--- config.mk ---
export PLATFORM = sky130hd
export DESIGN_NAME = serial_constraint_eval
export DESIGN_NICKNAME = d
export VERILOG_FILES = /design/src/rtl/sce_pkg.sv /design/src/rtl/sce_serial_add_eq.sv /design/src/rtl/sce_serial_cmp.sv /design/src/rtl/sce_width_guard.sv /design/src/rtl/serial_constraint_eval.sv
export SDC_FILE = /design/constraint.sdc
export NUM_CORES = 1
export LEC_CHECK = 0
export ABC_AREA = 1
export BUFFER_PORTS_ARGS = -buffer_cell sky130_fd_sc_hd__buf_2
export CORE_UTILIZATION = 25
export DETAILED_ROUTE_END_ITERATION = 16
export PLACE_DENSITY_LB_ADDON = 0.05
export SLEW_MARGIN = 5
export SYNTH_ARGS = -nofsm -noshare
export SYNTH_HDL_FRONTEND = slang
export SYNTH_SLANG_ARGS = --single-unit
--- constraint.sdc ---
create_clock -name clk -period 1.4 [get_ports clk]
set_input_delay 0.28 -clock clk [delete_from_list [all_inputs] [get_ports clk]]
set_output_delay 0.28 -clock clk [all_outputs]
set_load 0.1 [all_outputs]
--- src/rtl/sce_pkg.sv ---
package sce_pkg;

    // Smallest two's-complement width that can hold value v.
    function automatic int unsigned signed_width(input int v);
        for (int unsigned k = 1; k < 32; k++) begin
            if ((longint'(v) >= -(64'sd1 <<< (k - 1))) &&
                (longint'(v) <  (64'sd1 <<< (k - 1))))
                return k;
        end
        return 32;
    endfunction

    function automatic int unsigned max3(input int unsigned a,
                                         input int unsigned b,
                                         input int unsigned c);
        int unsigned m;
        m = (a > b) ? a : b;
        return (m > c) ? m : c;
    endfunction

    // Bit idx of a bound; indices beyond 31 repeat the sign bit.
    function automatic logic bound_bit(input int v, input int unsigned idx);
        logic [31:0] u;
        u = v;
        if (idx > 31)
            return u[31];
        return u[idx[4:0]];
    endfunction

    typedef struct packed {
        logic carry;
        logic eq;
    } add_state_t;

endpackage

--- src/rtl/sce_serial_add_eq.sv ---
module sce_serial_add_eq (
    input  logic clk,
    input  logic rst_n,
    input  logic first,
    input  logic a_bit,
    input  logic b_bit,
    input  logic s_bit,
    output logic match
);
    import sce_pkg::*;

    add_state_t st_d, st_q;
    logic       cin;
    logic       sum_bit;

    always_comb begin
        cin        = first ? 1'b0 : st_q.carry;
        sum_bit    = a_bit ^ b_bit ^ cin;
        st_d.carry = (a_bit & b_bit) | (cin & (a_bit ^ b_bit));
        st_d.eq    = (first ? 1'b1 : st_q.eq) & ~(s_bit ^ sum_bit);
        match      = st_d.eq;
    end

    always_ff @(posedge clk or negedge rst_n) begin
        if (!rst_n) st_q <= '0;
        else        st_q <= st_d;
    end

    // A mismatch within a stream is never forgotten
    AST_MISMATCH_STICKY: assert property (@(posedge clk) disable iff (!rst_n)
        (!first && !st_q.eq) |=> !st_q.eq);

    // Generate case with no incoming carry leaves a carry for the next bit
    AST_CARRY_GEN: assert property (@(posedge clk) disable iff (!rst_n)
        (a_bit && b_bit) |=> st_q.carry);

endmodule

--- src/rtl/sce_serial_cmp.sv ---
module sce_serial_cmp #(
    parameter int BOUND   = 0,
    parameter bit OP_LESS = 1'b1   // 1: op < BOUND, 0: op > BOUND
) (
    input  logic              clk,
    input  logic              rst_n,
    input  logic              first,
    input  int unsigned       idx,
    input  logic              op_bit,
    output logic              holds
);
    import sce_pkg::*;

    logic ult_d, ult_q;
    logic kb, lhs, rhs, prev;

    always_comb begin
        kb    = bound_bit(BOUND, idx);
        lhs   = OP_LESS ? op_bit : kb;
        rhs   = OP_LESS ? kb     : op_bit;
        prev  = first ? 1'b0 : ult_q;
        // unsigned lhs < rhs over all bits so far
        ult_d = (~lhs & rhs) | (~(lhs & ~rhs) & prev);
        // signed: newest bit is the sign
        holds = (lhs & ~rhs) | (~(lhs ^ rhs) & prev);
    end

    always_ff @(posedge clk or negedge rst_n) begin
        if (!rst_n) ult_q <= 1'b0;
        else        ult_q <= ult_d;
    end

endmodule

--- src/rtl/sce_width_guard.sv ---
module sce_width_guard #(
    parameter int unsigned KMIN  = 1,
    parameter int unsigned CNT_W = 6
) (
    input  logic        clk,
    input  logic        rst_n,
    input  logic        start,
    output int unsigned idx,
    output logic        wide_enough
);
    localparam logic [CNT_W-1:0] CNT_MAX = '1;

    logic [CNT_W-1:0] cnt_d, cnt_q;
    logic [CNT_W-1:0] cur;

    always_comb begin
        cur         = start ? '0 : cnt_q;
        cnt_d       = (cur == CNT_MAX) ? cur : cur + 1'b1;
        idx         = int'(cur);
        wide_enough = (int'(cur) + 1) >= int'(KMIN);
    end

    always_ff @(posedge clk or negedge rst_n) begin
        if (!rst_n) cnt_q <= '0;
        else        cnt_q <= cnt_d;
    end

    AST_START_RESTARTS_WIDTH: assert property (@(posedge clk) disable iff (!rst_n)
        start |=> (cnt_q == CNT_W'(1)));

endmodule

--- src/rtl/serial_constraint_eval.sv ---
module serial_constraint_eval #(
    parameter int          X_MIN = 0,
    parameter int          Y_MIN = 0,
    parameter int          Z_MAX = 0,
    parameter int unsigned CNT_W = 6
) (
    input  logic clk,
    input  logic rst_n,
    input  logic start,
    input  logic x_bit,
    input  logic y_bit,
    input  logic z_bit,
    input  logic cond_in,
    output logic sat,
    output logic bad
);
    import sce_pkg::*;

    localparam int unsigned KMIN = max3(signed_width(X_MIN),
                                        signed_width(Y_MIN),
                                        signed_width(Z_MAX));

    typedef struct packed {
        logic active;
        logic sat;
        logic bad;
    } top_state_t;

    top_state_t  st_d, st_q;
    logic        hold_q;
    logic        hold_now;
    logic        sum_ok, x_ok, y_ok, z_ok;
    logic        wide_enough;
    int unsigned idx;

    sce_width_guard #(.KMIN(KMIN), .CNT_W(CNT_W)) guard_i (
        .clk(clk), .rst_n(rst_n), .start(start),
        .idx(idx), .wide_enough(wide_enough)
    );

    sce_serial_add_eq add_i (
        .clk(clk), .rst_n(rst_n), .first(start),
        .a_bit(x_bit), .b_bit(y_bit), .s_bit(z_bit), .match(sum_ok)
    );

    sce_serial_cmp #(.BOUND(X_MIN), .OP_LESS(1'b0)) cmp_x_i (
        .clk(clk), .rst_n(rst_n), .first(start), .idx(idx),
        .op_bit(x_bit), .holds(x_ok)
    );

    sce_serial_cmp #(.BOUND(Y_MIN), .OP_LESS(1'b0)) cmp_y_i (
        .clk(clk), .rst_n(rst_n), .first(start), .idx(idx),
        .op_bit(y_bit), .holds(y_ok)
    );

    sce_serial_cmp #(.BOUND(Z_MAX), .OP_LESS(1'b1)) cmp_z_i (
        .clk(clk), .rst_n(rst_n), .first(start), .idx(idx),
        .op_bit(z_bit), .holds(z_ok)
    );

    always_comb begin
        hold_now    = start ? cond_in : hold_q;
        st_d.active = st_q.active | start;
        st_d.sat    = st_d.active & sum_ok & x_ok & y_ok & z_ok & hold_now;
        st_d.bad    = st_d.sat & wide_enough;
    end

    always_ff @(posedge clk or negedge rst_n) begin
        if (!rst_n) st_q <= '0;
        else        st_q <= st_d;
    end

    // Boolean literal: a plain holding register with no reset value
    always_ff @(posedge clk) begin
        hold_q <= hold_now;
    end

    assign sat = st_q.sat;
    assign bad = st_q.bad;

    AST_BAD_NEEDS_SAT: assert property (@(posedge clk) disable iff (!rst_n)
        bad |-> sat);

    AST_GUARD_FIRST_BIT: assert property (@(posedge clk) disable iff (!rst_n)
        (start && (KMIN > 1)) |=> !bad);

    AST_LITERAL_HELD: assert property (@(posedge clk) disable iff (!rst_n)
        (st_q.active && !start) |=> $stable(hold_q));

    AST_IDLE_QUIET: assert property (@(posedge clk) disable iff (!rst_n)
        !st_q.active |-> (!sat && !bad));

endmodule

==> results.md <==
- Clock share of power: a little under two fifths
- Final WL: ~700 um
- Seq/Total Area, Yosys: 55.7%
- Crit path DAT: 1.47 ns
- Die area: roughly 1700 um2
- RSZ-0062 raised after global routing: false
- Final cell count without fillers: between 70 and 80
- Critical path launch point type: flop
- Worst Hold Launch: z_bit
- CTS buffer count: 3
- Slew HR: about two thirds
- Final hold slack: around 0.22 ns
- Reg-to-reg slack, setup: ~0.12 ns
- Leakage: between 0.0002 and 0.0003 uW
- Worst R2R Path Depth: 6
- # setup viols final: 0
- CP Data Required Time: 1.59 ns
- RR Startpoint: add_i.st_q[1]
- CTS tree: yes
- Status: completed
- Dominant cell type by area after synthesis: dfrtp_1
- Mapped cell area: just under 400 um2
- Chip Width: between 40 and 50 um
- Die Height: ~42 um
- Initial Util: between 20% and 30%
- Min-delay worst type: input port to flop
- Slew Viols, Final: 0
- Routability congestion estimate: approximately 0.71
- Syn Nets: 53
- Clock skew: 0.00447 ns
- Pin count of the biggest net entering global routing: 9
- Total of fill cells in the finished design: 146
- Unique masters post-synth: 12
- Post-Place Cells: slightly below 70
- Worst-Margin Slew: 0.490 ns
- Detailed-route via count: slightly below 300
- Largest cells by area after synthesis: dfrtp_1 (51%), nand2_1 (10%), inv_1 (8.5%)
- DR iter-0 viols: 1
- Metal2 WL: just over 300 um
- DRT Pass-1 Iters: 4
- Combinational share of power: between 10% and 20%
- Max Clk Rate: slightly below 800 MHz
- Clk sinks: 9
- # rows: 13
- Clock slew at the register clock pins of the worst setup and hold paths: approximately 0.070 ns
- Ant diodes: 0
- Metal3 WL: between 30 and 40 um
- Critical setup path kind: flop to flop
- Cells after synthesis: 45
- Min Tclk post-route: ~1.3 ns
- Hold endpoint: cmp_z_i.ult_q
- Wl on met1: 351 um
- Layout Utilization: ~36%
- Top-count cell post-synth: nand2_1
- Number of vias per cell: ~4.0
- Routed wire length per instance: 9.45 um
- Post-synth EDFFs: 0
- DRC viols: 0
- Post-synth top flop: dfrtp_1
- Top Layer Used: met3
- Post-synth top area share: roughly 51%
- R2r endpoint: sat
- # IOs: 9
- Max FO, Critical Path: 3
- HPWL after DPL: ~550 um
- Net Sw Power: around 140 uW
- Number of synthesized register bits: 9
- Crit share post-route: 91.2%
- Ys Warns: 0
- Fraction of layout cells with a size suffix above 1: about 29%
- CP endpoint kind: flop
- Nets: 68
- Peak VDD IR: a little under 400 uV
- Hold Fails Final Rpt: 0
- Max cap viols: 0
- TNS Setup: 0 ns
- Power Internal: 412 uW
- H-tree levels: 1
- Synthesis-to-layout area growth: 25.0%
- Core ar.: about 1400 um2
- Sequential power share: 50.3%
- Setup slack after layout: roughly 0.12 ns
- Syn Area/Cell: 8.79 um2
- Maximum clock path buffer count: 2
- Total global routing overflow: 0
- Power per cell area: between 1000 and 1500 nW/um2
- Switch share: roughly a quarter
- Initial antenna violation count: 0
- Gr usage total: 10.2%
- Antenna viol nets, final: 0
- CTS Root Buffer Type: clkbuf_4
- First-pass GRT wire length: roughly 1300 um
- Port bufs: 8
- Top post-synthesis cells by count: nand2_1 (11), inv_1 (9), nor2_1 (9)
- Clock Latency Late Sink: 0.26 ns
- Hold Path Depth: 2
- Vias in the first global route: 315
- Share of flip-flops with an asynchronous set or reset: 88.9%
- Dpl ws: -0.0222 ns
## placed cells by master (no fill, tap or decap), drive strengths merged
master       instances
buf                 10
dfxtp                1
fa                   1
clkbuf               4
nor2                10
inv                 10
nand2               12
dlygate4sd3          1
dfrtp                8
o21ai                1
a21oi                1
## power groups by stage
stage | Combinational, uW | Clock (uW) | Sequential, uW
5_1_grt | 81.5 | 225 | 279
6_report | 69.6 | 205 | 278
4_1_cts | 71.5 | 212 | 279
2_1_floorplan | 41.0 | 0 | 286
3_3_place_gp | 67.8 | 0 | 283
3_5_place_dp | 69.1 | 0 | 284
## worst max path at each step
| stage | startpoint | endpoint | slack [ns] | depth (start not counted) |
|---|---|---|---|---|
| 2_1_floorplan | start | bad | 0.07 | 8 |
| 3_3_place_gp | start | sat | -0.02 | 8 |
| 3_5_place_dp | start | sat | -0.02 | 8 |
| 4_1_cts | add_i.st_q[1] | sat | 0.11 | 6 |
| 5_1_grt | add_i.st_q[1] | bad | 0.02 | 6 |
| 6_report | add_i.st_q[1] | sat | 0.12 | 6 |
## metal layers
metal / GRT usage, % / up-vias
met5: 0 / -
li1: - / 157
met2: 14.7 / 7
met4: 7.74 / 0
met3: 2.61 / 0
met1: 13.0 / 134
## per-stage QoR
| stage | total power, uW | instance area (um2) |
|---|---|---|
| 2_1_floorplan | 327 | 395 |
| 3_3_place_gp | 351 | 458 |
| 3_5_place_dp | 353 | 458 |
| 4_1_cts | 562 | 494 |
| 5_1_grt | 586 | 494 |
| 6_report | 553 | 494 |
## worst max-delay path, stage by stage (launching register included)
cell	delay, ns
dfrtp_1	0.32
nand2_1	0.06
fa_1	0.50
nor2_1	0.05
nor2_1	0.09
nand2_1	0.08
nor2_1	0.12
## kinds of logic (layout without fill, tap and decap cells)
family | Yosys count | count (layout) | synth area share [%]
and+or+nand+nor | 22 | 22 | 23.4
buffers and inverters | 11 | 25 | 12.3
adders and majority gates | 1 | 1 | 5.06
DFF | 9 | 9 | 55.7
AOI/OAI and AO/OA | 2 | 2 | 3.48
## cell type report
type	count	area, um2	area share (%)
tap	15	18.8	3.80
timing repair buffer	11	65.1	13.2
inverter	10	37.5	7.59
multi-input combinational	25	126	25.6
sequential	9	220	44.6
clock buffer	4	26.3	5.32
## what timing repair did
item | CTS | global route
buffers inserted | 0 | 0
hold buffers | 1 | 0
hold endpoints to repair | 8 | 0
resized for setup | 0 | 0
## sequential cells by signal (all words and copies together) (netlist names)
register / count
add_i.st_q: 2
sat: 1
hold_q: 1
bad: 1
cmp_y_i.ult_q: 1
st_q: 1
cmp_z_i.ult_q: 1
cmp_x_i.ult_q: 1
No activity file was read; power rests on OpenSTA's default activity.
